### src/rtl/osd_frame_ctrl.sv
module osd_frame_ctrl #(
  parameter int ADDR_W       = 9,
  parameter int DATA_W       = 16,
  parameter int PAL_W        = 8,
  parameter int ATTR_W       = 4,
  parameter int BLINK_W      = 5,
  parameter int BLINK_SHIFT  = 3,
  parameter int TRANSP_ATTRS = 8
) (
  input  logic              clk,
  input  logic              rst_n,
  input  logic              reg_we,
  input  logic              reg_sel,
  input  logic [7:0]        reg_wdata,
  output logic [7:0]        reg_rdata,
  input  logic              vsync,
  input  logic              host_we,
  input  logic [ADDR_W-1:0] host_addr,
  input  logic [DATA_W-1:0] host_wdata,
  output logic              mem_we,
  output logic [ADDR_W-1:0] mem_addr,
  output logic [DATA_W-1:0] mem_wdata,
  output logic              clr_busy,
  output logic              win_a_on,
  output logic              win_b_on,
  output logic              blink_visible,
  input  logic [ATTR_W-1:0] pix_attr,
  input  logic [PAL_W-1:0]  pix_color,
  output logic              pix_transparent
);
  localparam int CNT_W = BLINK_W + BLINK_SHIFT;
  localparam logic [ADDR_W-1:0] LAST_ADDR = '1;

  logic               master_en, wa_en, wb_en, tr_off, phase;
  logic [BLINK_W-1:0] period;
  logic [ADDR_W-1:0]  wipe_addr;
  logic [CNT_W-1:0]   fcnt, fields;

  wire ctl_wr   = reg_we && !reg_sel;
  wire blink_wr = reg_we && reg_sel;

  assign fields = {period, {BLINK_SHIFT{1'b0}}};

  always_ff @(posedge clk) begin
    if (!rst_n) begin
      master_en <= 1'b0;
      wa_en     <= 1'b0;
      wb_en     <= 1'b0;
      tr_off    <= 1'b0;
      period    <= '0;
      clr_busy  <= 1'b0;
      wipe_addr <= '0;
      fcnt      <= '0;
      phase     <= 1'b0;
    end else begin
      if (ctl_wr) begin
        master_en <= reg_wdata[0];
        wa_en     <= reg_wdata[1];
        wb_en     <= reg_wdata[2];
        tr_off    <= reg_wdata[4];
      end
      if (clr_busy) begin
        wipe_addr <= wipe_addr + ADDR_W'(1);
        if (wipe_addr == LAST_ADDR) clr_busy <= 1'b0;
      end else if (ctl_wr && reg_wdata[3]) begin
        clr_busy  <= 1'b1;
        wipe_addr <= '0;
      end
      if (blink_wr) begin
        period <= reg_wdata[BLINK_W-1:0];
        fcnt   <= '0;
        if (reg_wdata[BLINK_W-1:0] == '0) phase <= 1'b0;
      end else if (period == '0) begin
        fcnt  <= '0;
        phase <= 1'b0;
      end else if (vsync) begin
        if (fcnt == fields - CNT_W'(1)) begin
          fcnt  <= '0;
          phase <= ~phase;
        end else begin
          fcnt <= fcnt + CNT_W'(1);
        end
      end
    end
  end

  assign win_a_on      = master_en & wa_en;
  assign win_b_on      = master_en & wb_en;
  assign blink_visible = ~phase;

  assign reg_rdata = reg_sel ? {{(8-BLINK_W){1'b0}}, period}
                             : {3'b000, tr_off, clr_busy, wb_en, wa_en, master_en};

  assign mem_we    = clr_busy | host_we;
  assign mem_addr  = clr_busy ? wipe_addr : host_addr;
  assign mem_wdata = clr_busy ? '0 : host_wdata;

  assign pix_transparent = !tr_off && (pix_color == '0) &&
                           ({1'b0, pix_attr} < (ATTR_W+1)'(TRANSP_ATTRS));

  a_r3_master_off_kills_windows: assert property (@(posedge clk) disable iff (!rst_n)
    ctl_wr && !reg_wdata[0] |=> !win_a_on && !win_b_on);

  a_r5_wipe_writes_zero: assert property (@(posedge clk) disable iff (!rst_n)
    clr_busy |-> mem_we && mem_wdata == '0);

  a_r5_wipe_addr_steps: assert property (@(posedge clk) disable iff (!rst_n)
    clr_busy && $past(clr_busy) |-> mem_addr == $past(mem_addr) + ADDR_W'(1));

  a_r7_wipe_no_restart: assert property (@(posedge clk) disable iff (!rst_n)
    clr_busy && mem_addr != LAST_ADDR |=> clr_busy);

  a_r8_blink_only_on_field: assert property (@(posedge clk) disable iff (!rst_n)
    !vsync && !blink_wr |=> $stable(blink_visible));

  a_r10_high_attr_opaque: assert property (@(posedge clk) disable iff (!rst_n)
    {1'b0, pix_attr} >= (ATTR_W+1)'(TRANSP_ATTRS) |-> !pix_transparent);
endmodule

### config.mk
export PLATFORM = sky130hd
export DESIGN_NAME = osd_frame_ctrl
export DESIGN_NICKNAME = d
export VERILOG_FILES = /design/src/rtl/osd_frame_ctrl.sv
export SDC_FILE = /design/constraint.sdc
export NUM_CORES = 1
export LEC_CHECK = 0
export BUFFER_PORTS_ARGS = -buffer_cell sky130_fd_sc_hd__buf_2
export CORE_MARGIN = 2
export CORE_UTILIZATION = 40
export CTS_CLUSTER_DIAMETER = 30
export DETAILED_ROUTE_END_ITERATION = 16
export GPL_TIMING_DRIVEN = 1
export PLACE_DENSITY = 0.83
export SETUP_SLACK_MARGIN = 0.5
export SLEW_MARGIN = 20
export SYNTH_ARGS = -nofsm -noshare
export SYNTH_HDL_FRONTEND = slang
export SYNTH_SLANG_ARGS = --single-unit
### constraint.sdc
create_clock -name clk -period 2.3 [get_ports clk]
set_input_delay 0.115 -clock clk [delete_from_list [all_inputs] [get_ports clk]]
set_output_delay 0.115 -clock clk [all_outputs]
set_load 0.01 [all_outputs]
## Word level (Yosys, flattened, before mapping)

Index checks and enable logic that the tools add are counted.

- Reductions and logical operators: 15
- Add/sub/neg operators: 3
- Bitwise gates (word level): 5
- Magnitude comparators: 1
- Equal/unequal tests: 3
- Mux-type cells: 14

Operators by type and width:

| kind | count |
|---|---|
| $mux W9 | 3 |
| $mux W16 | 1 |
| $logic_not A5 Y1 | 2 |
| $add A9 B1 Y9 const B | 1 |
| $eq A9 B9 Y1 const B | 1 |
| $add A8 B1 Y8 const B | 1 |
| $eq A8 B8 Y1 | 1 |
| $logic_not A8 Y1 | 1 |
| $mux W1 | 8 |
| $mux W8 | 1 |
| $sub A8 B1 Y8 const B | 1 |
| $reduce_bool A3 Y1 | 2 |
| $logic_and A1 B1 Y1 | 5 |
| $mux W5 | 1 |
| $lt A4 B4 Y1 const B | 1 |
| $reduce_and A3 Y1 | 1 |
| $reduce_or A3 Y1 | 1 |
| $and A1 B1 Y1 | 2 |
| $logic_not A1 Y1 | 2 |
| $ne A2 B1 Y1 const B | 1 |
| $not A1 Y1 | 2 |
| $reduce_bool A2 Y1 | 1 |
| $or A1 B1 Y1 | 1 |

- Register bits: 28
- Output and inout port bits: 39
- Word-level logic and storage cells: 50
- Input bits: 51

## Logic depth before layout (Yosys ltp)

Gate-level depths: netlist of the first run.

- Depth after elaboration: 6
- Gate-level depth with buffers: 7
- Mapped depth without buffers: 7

## Worst setup path after synthesis of the first run

OpenSTA, ideal clock, no wires.

- Path type: reg2reg
- From: reg period[0]
- To: reg phase
- Library setup time: 0.119 ns
- Stages on the path, launching flop included: 8
- Slack: 0.681 ns
- Period minus slack after synthesis: 1.619 ns
- Required time: 2.181 ns
- Arrival time: 1.501 ns
- Path buffers: 0
- Path through: dfxtp_1 -> inv_1 -> ha_1 -> o21ba_1 -> a221oi_2 -> o2111ai_2 -> xnor2_1 -> o21ai_1

- Longest elaborated chain between the ends: 4
- Elaborated cells on any way between the ends: 8
- Those cells by class: add/sub (1); eq/ne (1); mux (2); reduce/logical (4)

RTL lines:

| element | line | RTL |
|---|---|---|
| start, declared | 35 | `logic [BLINK_W-1:0] period;` |
| start signal, assigned | 70 | `period <= reg_wdata[BLINK_W-1:0];` |
| $sub A8 B1 Y8 | 77 | `if (fcnt == fields - CNT_W'(1)) begin` |
| $eq A8 B8 Y1 | 77 |  |
| $reduce_bool A3 Y1 (no line) | - |  |
| $reduce_and A3 Y1 (no line) | - |  |
| end signal, assigned | 79 | `phase <= ~phase;` |
| end, declared | 34 | `logic master_en, wa_en, wb_en, tr_off, phase;` |

Parallel ways exist; a longest one is shown, timed or not.
A chain may end at the register's enable or synchronous reset.

## Worst setup path after layout of the first run

Same ends and word-level chain as after synthesis.

==> impl_metrics.tcl, run 1 <==
set metrics [dict create \
    status "finished clean" \
    syn_avg_cell_area_um2 8.44 \
    synth.top_cell.area_share_pct 33.0 \
    fin_crit_ns 1.68 \
    worst_r2r_path_depth 7 \
    grt_pass1_vias 1504 \
    cts.repair.resized 0 \
    netlist_area_um2 1700 \
    top_layer_used "met4" \
    fp.dieH_um 69.1 \
    hpwl_um 2970 \
    port_buffers 80 \
    met3WireLength_um 181 \
    drive_above_1_share_pct 39.0 \
    grt_pass1_wl_um 6380 \
    clkTransAtPathRegs_ns 0.09 \
    fin_util_pct 53.9 \
    die_w_um 69.1 \
    slowest_delay_ns 0.38 \
    grt_max_degree 22 \
    r2r_slack_ns 0.62 \
    cts_buffers 3 \
    worstHoldStart "reg_wdata[1]" \
    die_area_um2 4780 \
    post-cts-setup-buffers 0 \
    io_pins 90 \
    fin_crit_sh_pct 73.0 \
    r2r-end "phase" \
    cts_hold_buf 0 \
    hold_path_depth 3 \
    cts_tree "yes" \
    rows 23 \
    routedWlPerCell_um 11.5 \
    fillers 400 \
    antenna_found_initial 0 \
    max-vdd-ir-drop_mv 0.326 \
    p_leak_nw 0.967 \
    area_delta_synth_final_pct 28.1 \
    vias_per_cell 4.97 \
    start_util_pct 42.1 \
    powerDensity_nw_per_um2 470 \
    critPathMaxFanout 5 \
    endpoint_kind "register" \
    insertion_delay_ns 0.28 \
    clock-root-buffer "clkbuf_8" \
    grt_usage_pct 15.6 \
    tns_ns 0 \
    worstPathRequired_ns 2.48 \
    worst_hold_slack_ns 0.0971 \
    synth_top_cell_by_area "dfxtp_1" \
    critPathArrivalTime_ns 1.86 \
    vias 1624 \
    antennaDiodeCount 0 \
    drtIter0Drc 38 \
    path_cells "inv_1, ha_1, o21ba_1, a221oi_2, o2111ai_2, xnor2_1, o21ai_1" \
    cap_viol_max_count 0 \
    cp_slowest_cell "dfxtp_2" \
    route.detailed.drc 0 \
    cts_buffer_depth 2 \
    drt_wl_total_um 3760 \
    ant_nets 0 \
    hp-class "input port to register" \
    critPathLaunchType "register" \
    htreeDepth 1 \
    synthCells 201 \
    ys_ff_latch 28 \
    setup_violations 0 \
    ys_seq_area_share_pct 33.0 \
    worst_clock_skew_ns 0.00521 \
    fmax_mhz 596 \
    ys_top_cells_by_area "dfxtp_1, mux2_2, nor2b_1, nand2_1, a21boi_0" \
    ff_latch_area_um2 564 \
    cts_sinks 28 \
    min_to "wa_en" \
    first_pass_iters 4 \
    final_max_slew_viol_count 0 \
    core_area_um2 4030 \
    final_nets 333 \
    met2WireLength_um 1910 \
    yosys_warnings 0 \
    grt_overflow 0 \
    multi_input_area_um2 1060 \
    wl_met1_um 1640 \
    gp_routability_congestion 0.834 \
    worstSetupPathType "register to register" \
    r2r-start "period[0]" \
    hold_viol_final 0 \
    yosysUniqueCellTypes 41 \
    grt_setup_unrepaired "no" \
]
## flip-flops by register name (all words and copies together), names as in the netlist
register,count
phase,1
tr_off,1
wa_en,1
wb_en,1
period,5
clr_busy,1
fcnt,8
wipe_addr,9
master_en,1
## worst max path at each step
stage,startpoint,to,cells past startpoint
after floorplan,period[0],phase,7
after global placement,period[0],phase,7
after detailed placement,period[0],fcnt[5],7
after CTS,clr_busy,mem_addr[2],3
after global routing,period[0],phase,7
final,period[0],phase,7
## critical path, delay by kind of cell, from the launching register on
| family | cells | cell delay, ns |
|---|---|---|
| adders and majority gates | 1 | 0.25 |
| DFF | 1 | 0.38 |
| AOI/OAI and AO/OA | 4 | 0.73 |
| xor gates and xnor gates | 1 | 0.17 |
| buffers and inverters | 1 | 0.05 |
## synthesized netlist by cell type
library cell	number
nand4_1	6
buf_4	3
o21ai_0	5
nor2b_1	20
o21ai_1	1
ha_1	4
and2b_1	1
nor3_1	3
o211ai_1	1
and4_2	1
a22oi_1	2
inv_1	3
or3_1	1
clkbuf_2	1
nand2_1	22
o21a_1	1
o2111ai_2	1
buf_6	1
nor2_1	15
o21ba_1	1
buf_2	2
nor4_1	1
nand2b_2	1
or2_2	1
a21oi_1	2
and2_1	6
o211a_1	1
or4_1	2
xor2_1	6
a221oi_2	1
conb_1	1
and3_1	2
clkbuf_1	5
nand3_1	12
xnor2_1	8
nand3b_1	2
mux2i_1	2
dfxtp_1	28
mux2_2	14
nand2b_1	1
a21boi_0	10
## cell type report
class	count	area share, %
timing repair buffer	82	19.1
clock buffer	4	2.53
multi-input combinational	160	49.0
sequential	28	26.0
tap	50	2.88
inverter	3	0.518
## per-stage QoR
step	cell area [um2]	total power, mW	std cells	setup slack, ns
after floorplan	1700	0.639	203	0.681
after global placement	2110	0.720	323	0.610
after CTS	2170	1.03	327	0.561
final	2170	1.02	327	0.621
after detailed placement	2110	0.725	323	0.583
after global routing	2170	1.08	327	0.509
## metal layers
layer / up-vias / track usage [%]
met1: 739 / 17.2
li1: 836 / -
met4: 0 / 4.14
met3: 5 / 3.95
met5: - / 0
met2: 44 / 29.2
## placed cells by master (no fill, tap or decap), types with 4 or more instances in the layout
cell type | netlist | final
buf_2 | 2 | 80
dfxtp_1 | 28 | 25
nand2_1 | 22 | 22
nor2b_1 | 20 | 20
nor2_1 | 15 | 15
mux2_2 | 14 | 14
nand3_1 | 12 | 12
a21boi_0 | 10 | 10
xnor2_1 | 8 | 8
and2_1 | 6 | 6
nand4_1 | 6 | 6
xor2_1 | 6 | 6
o21ai_0 | 5 | 5
ha_1 | 4 | 4
clkbuf_8 | 0 | 4
## power by group
part	total, mW	switching (mW)	internal (mW)
clock	0.308	0.154	0.154
sequential	0.509	0.0136	0.496
combinational	0.204	0.0982	0.106
total	1.02	0.266	0.755
## kinds of logic after synthesis
| group | synth area share [%] |
|---|---|
| buffers and inverters | 4.65 |
| other | 0.221 |
| flip-flops | 33.0 |
| AO/OA/AOI/OAI | 11.5 |
| XOR/XNOR | 7.23 |
| AND/OR/NAND/NOR | 29.9 |
| adder cells (fa/ha/maj) | 2.95 |
| multiplexers | 10.5 |
Note: power is estimated with default switching activity, not from simulation.
==> inputs of run 2 (changes only) <==
--- a/config.mk
+++ b/config.mk
@@ -5,6 +5,7 @@
 export SDC_FILE = /design/constraint.sdc
 export NUM_CORES = 1
 export LEC_CHECK = 0
+export ABC_AREA = 1
 export BUFFER_PORTS_ARGS = -buffer_cell sky130_fd_sc_hd__buf_2
 export CORE_MARGIN = 2
 export CORE_UTILIZATION = 40
==> constraint.sdc (replaced) <==
create_clock -name clk -period 1.7 [get_ports clk]
set_input_delay 0.085 -clock clk [delete_from_list [all_inputs] [get_ports clk]]
set_output_delay 0.085 -clock clk [all_outputs]
set_load 0.01 [all_outputs]
==> impl_metrics.tcl, run 2 <==
set metrics [dict create \
    grt_usage_pct 19.2 \
    fmax_mhz 723 \
    grt_setup_unrepaired "yes" \
    antennaDiodeCount 0 \
    area_delta_synth_final_pct 62.5 \
    ys_top_cells_by_area "dfxtp_1, nand2_1, inv_1, nor2_1, o21ai_0" \
    critPathMaxFanout 3 \
    fillers 342 \
    final_cell_mix "buf_2, nand2_1, inv_1" \
    htreeDepth 1 \
    cts_buffer_depth 2 \
    critPathLaunchType "register" \
    fin_crit_ns 1.38 \
    status "finished clean" \
    p_leak_nw 1.36 \
    hpwl_um 3360 \
    seqPwrFrac_pct 41.0 \
    die_area_um2 4890 \
    ys_ff_latch 28 \
    route.detailed.drc 0 \
    drtIter0Drc 71 \
    hp-class "input port to register" \
    clock-root-buffer "clkbuf_8" \
    core_area_um2 4090 \
    clkTransAtPathRegs_ns 0.11 \
    drive_above_1_share_pct 49.1 \
    drt_wl_total_um 5080 \
    endpoint_kind "register" \
    vias_per_cell 4.84 \
    gp_routability_congestion 0.841 \
    max-vdd-ir-drop_mv 0.388 \
    max_flop_register "wipe_addr" \
    largest_reg_flops 9 \
    ys_async_sr_fraction_pct 0 \
    port_buffers 80 \
    netlist_area_um2 1740 \
    fin_crit_sh_pct 81.4 \
    synth-edff-count 0 \
    layout_commonest_cell "buf_2" \
    post-synth-top-count-cell "nand2_1" \
    cp_slowest_cell "dfxtp_4" \
    worst_clock_skew_ns 0.00767 \
    antenna_found_initial 0 \
    synth_top_cell_by_area "dfxtp_1" \
    synth.top_cell.area_share_pct 32.2 \
    cts_sinks 28 \
    yosysUniqueCellTypes 28 \
    final_max_slew_viol_count 0 \
    p_int_mw 1.21 \
    worstPathRequired_ns 1.87 \
    clockPowerShare_pct 31.7 \
    ant_nets 0 \
    cap_viol_max_count 0 \
    grt_pass1_vias 2013 \
    final_nets 435 \
    syn_avg_cell_area_um2 6.26 \
    vias 2076 \
    first_pass_iters 4 \
    cts_buffers 3 \
    hold_viol_final 0 \
    yosys_warnings 0 \
    critPathArrivalTime_ns 1.56 \
    fp.dieH_um 69.9 \
    start_util_pct 42.6 \
    tns_ns 0 \
    combPwrFrac_pct 27.3 \
    tightest_slew_ns 0.603 \
    die_w_um 69.9 \
    ys_seq_area_share_pct 32.2 \
    io_pins 90 \
    insertion_delay_ns 0.28 \
    grt_pass1_wl_um 8050 \
    slowest_delay_ns 0.38 \
    total_power_mw 1.71 \
    routedWlPerCell_um 11.8 \
    worstSetupPathType "register to register" \
    synth_common_cells "nand2_1, inv_1, nor2_1" \
    rows 23 \
    powerDensity_nw_per_um2 604 \
    path_cells "ha_4, buf_12, nand2_8, nor3_4, ha_2, nand2_1, a21oi_1" \
    setup_violations 0 \
    grt_max_degree 17 \
    grt_overflow 0 \
    synthCells 278 \
    switching_share_pct 29.0 \
    relSlewSlack_pct 59.3 \
    placed_cells 404 \
    final_cells 429 \
    worst_hold_slack_ns 0.0651 \
    yosys_most_used_dff "dfxtp_1" \
    cts_tree "yes" \
    power.switching_uw 495 \
    reg_top3 "wipe_addr: 9 flops, fcnt: 8 flops, period: 5 flops" \
]
run 2: final cells by class:
cell class	count	area [um2]	area share, %
well taps	50	62.6	2.21
multi-input cells	193	1210	43.0
clock inverters	1	30.0	1.06
repair buffers	103	696	24.6
flip-flops and latches	28	584	20.7
inverters	51	198	6.99
clock buffers	3	41.3	1.46
run 2: cells by family (layout without fill, tap and decap cells):
| kind of cell | after synthesis | after routing | share of synthesized area [%] |
|---|---|---|---|
| buffers and inverters | 59 | 158 | 13.5 |
| XOR/XNOR | 6 | 6 | 3.02 |
| adder cells (fa/ha/maj) | 4 | 4 | 2.88 |
| AND/OR/NAND/NOR | 135 | 135 | 34.5 |
| other | 1 | 3 | 0.216 |
| AO/OA/AOI/OAI | 45 | 45 | 13.7 |
| flip-flops | 28 | 28 | 32.2 |
run 2: final timing paths:
path / from / endpoint / slack (ns) / cells after the start
max: wipe_addr[1] / wipe_addr[8] / 0.32 / 7
min: reg_wdata[2] / wb_en / 0.07 / 3
max reg2reg: wipe_addr[1] / wipe_addr[8] / 0.32 / 7
min reg2reg: fcnt[1] / fcnt[1] / 0.48 / 2
run 2: timing repair:
action / 4_1_cts / 5_1_grt
pin swaps: 18 / 9
setup endpoints to repair: 39 / 39
setup buffers: 18 / 3
hold buffers: 0 / 0
gates resized for setup: 41 / 70
run 2: metrics by stage:
step	util [%]	setup slack [ns]	cell area (um2)
after floorplan	-	0.422	1770
after global placement	54.0	0.353	2210
after detailed placement	54.0	0.309	2210
after CTS	61.8	0.342	2520
after global routing	69.2	0.209	2830
final	69.2	0.317	2830
run 2: metal layers:
metal | share of wire [%] | track usage [%] | vias to the layer above
met5 | 0 | 0 | -
met4 | 2.2 | 5.34 | 0
met3 | 6.8 | 3.32 | 10
met2 | 52 | 36.4 | 85
met1 | 39 | 21.9 | 918
li1 | - | - | 1063
run 2: worst max-delay path, delay by kind of cell (launching register included):
kind / cells / cell delay, ns
flops: 1 / 0.38
compound gates: 1 / 0.05
buf+inv: 1 / 0.11
simple gates: 3 / 0.28
fa+ha+maj: 2 / 0.46
run 2: power groups by stage:
stage	logic [mW]	registers [mW]	clock network [mW]
floorplan	0.217	0.708	0
global placement	0.345	0.712	0
detailed placement	0.354	0.713	0
CTS	0.403	0.699	0.545
global route	0.518	0.703	0.575
finish	0.467	0.699	0.540
==> inputs of run 3 (changes only) <==
==> constraint.sdc (replaced) <==
create_clock -name clk -period 1.4 [get_ports clk]
set_input_delay 0.07 -clock clk [delete_from_list [all_inputs] [get_ports clk]]
set_output_delay 0.07 -clock clk [all_outputs]
set_load 0.01 [all_outputs]
==> impl_metrics.tcl, run 3 (synthesis results as in run 2) <==
set metrics [dict create \
    vias_per_cell 5.20 \
    status "finished, violations left" \
    cts_buffer_depth 2 \
    critPathArrivalTime_ns 1.63 \
    tns_ns -0.0527 \
    cts_buffers 3 \
    p_int_mw 1.42 \
    final_cell_mix "buf_2, nand2_1, inv_1" \
    multi_input_area_um2 1410 \
    critPathLaunchType "register" \
    core_area_um2 4090 \
    die_area_um2 4890 \
    worst_hold_slack_ns 0.0598 \
    fin_crit_ns 1.45 \
    drt_wl_total_um 6510 \
    rows 23 \
    htreeDepth 1 \
    grt_pass1_wl_um 7950 \
    clkTransAtPathRegs_ns 0.10 \
    final_nets 437 \
    cts_hold_buf 0 \
    layout_commonest_cell "buf_2" \
    hold_viol_final 0 \
    p_leak_nw 1.45 \
    ant_nets 0 \
    largest_reg_flops 9 \
    reg_top3 "wipe_addr: 9 flops, fcnt: 8 flops, period: 5 flops" \
    post-place-ws_ns 0.0282 \
    insertion_delay_ns 0.28 \
    grt_usage_pct 19.5 \
    endpoint_kind "register" \
    gp_routability_congestion 0.893 \
    vias 2240 \
    fmax_mhz 690 \
    setup_slack_ns -0.0489 \
    relSlewSlack_pct 56.9 \
    clock-root-buffer "clkbuf_8" \
    hpwl_um 3380 \
    final_max_slew_viol_count 0 \
    fillers 273 \
    io_pins 90 \
    port_buffers 80 \
    antennaDiodeCount 0 \
    die_w_um 69.9 \
    grt_overflow 0 \
    setup_violations 2 \
    max-vdd-ir-drop_mv 0.410 \
    route.detailed.drc 0 \
    first_pass_iters 4 \
    ff_latch_area_um2 594 \
    grt_setup_unrepaired "yes" \
    clockPowerShare_pct 24.5 \
    seqPwrFrac_pct 40.5 \
    cts_tree "yes" \
    fin_crit_sh_pct 103 \
    power.switching_uw 687 \
    fp.dieH_um 69.9 \
    start_util_pct 42.6 \
    powerDensity_nw_per_um2 667 \
    worstSetupPathType "register to register" \
    combPwrFrac_pct 35.0 \
    routedWlPerCell_um 15.1 \
    switching_share_pct 32.6 \
    worst_clock_skew_ns 0.00269 \
    tightest_slew_ns 0.637 \
    violations "negative setup slack" \
    worstPathRequired_ns 1.58 \
    drtIter0Drc 106 \
    max_flop_register "wipe_addr" \
    drive_above_1_share_pct 59.8 \
    grt_pass1_vias 2004 \
    hp-class "input port to register" \
    antenna_found_initial 0 \
    cap_viol_max_count 0 \
    area_delta_synth_final_pct 81.4 \
    critPathMaxFanout 2 \
    cts_sinks 28 \
    grt_max_degree 17 \
]
run 3: worst max-delay path, cell delays in order (launching register included):
cell and delay [ns]:
dfxtp_2 0.36, inv_4 0.05, ha_4 0.23, inv_2 0.05
nand2_2 0.04, nand2_2 0.06, nand3_2 0.08, nor2_4 0.11
nand3_4 0.09, nand2_2 0.09, nand3_2 0.06, nand2_1 0.10
nor2_1 0.04
run 3: cell type report:
class	count	share of cell area, %
repair buffers	103	25.1
flip-flops and latches	28	18.8
well taps	50	1.98
repair inverters	2	0.872
inverters	51	6.94
multi-input cells	193	44.5
clock buffers	4	1.74
run 3: stage by stage:
| stage | area, um2 | std cells | total power, mW | util, % |
|---|---|---|---|---|
| after global routing | 3160 | 431 | 2.20 | 77.2 |
| final | 3160 | 431 | 2.11 | 77.2 |
| after detailed placement | 2270 | 404 | 1.31 | 55.5 |
| after CTS | 2610 | 427 | 1.90 | 63.9 |
| after floorplan | 1850 | 280 | 1.14 | - |
| after global placement | 2270 | 404 | 1.30 | 55.5 |
run 3: timing repair:
| action | CTS | global route |
|---|---|---|
| pin swaps | 22 | 35 |
| hold endpoints to repair | 0 | 0 |
| cloned | 2 | 2 |
| setup buffers | 17 | 2 |
| setup endpoints to repair | 53 | 55 |
| gates resized for setup | 50 | 121 |
run 3: final timing paths:
kind | to | slack, ns | startpoint | cells past startpoint
worst min-delay path | tr_off | 0.06 | reg_wdata[4] | 3
worst max register to register | phase | -0.05 | period[1] | 12
worst max-delay path | phase | -0.05 | period[1] | 12
worst min register to register | fcnt[1] | 0.48 | fcnt[1] | 2
run 3: power groups by stage:
stage                     Sequential (mW)  Clock [mW]  Combinational, mW
final                               0.853       0.515              0.738
after global routing                0.857       0.553              0.792
after CTS                           0.851       0.515              0.532
after detailed placement            0.867           0              0.446
after global placement              0.866           0              0.437
after floorplan                     0.861           0              0.284
run 3: per-layer routing:
| metal | track usage (%) | up-vias | wire length, um | part of all wire (%) |
|---|---|---|---|---|
| met5 | 0 | - | 0 | 0 |
| met4 | 6.84 | 0 | 320 | 4.9 |
| met3 | 2.16 | 26 | 405 | 6.2 |
| met2 | 37.5 | 116 | 3340 | 51 |
| met1 | 22.0 | 1027 | 2440 | 38 |
| li1 | - | 1071 | - | - |
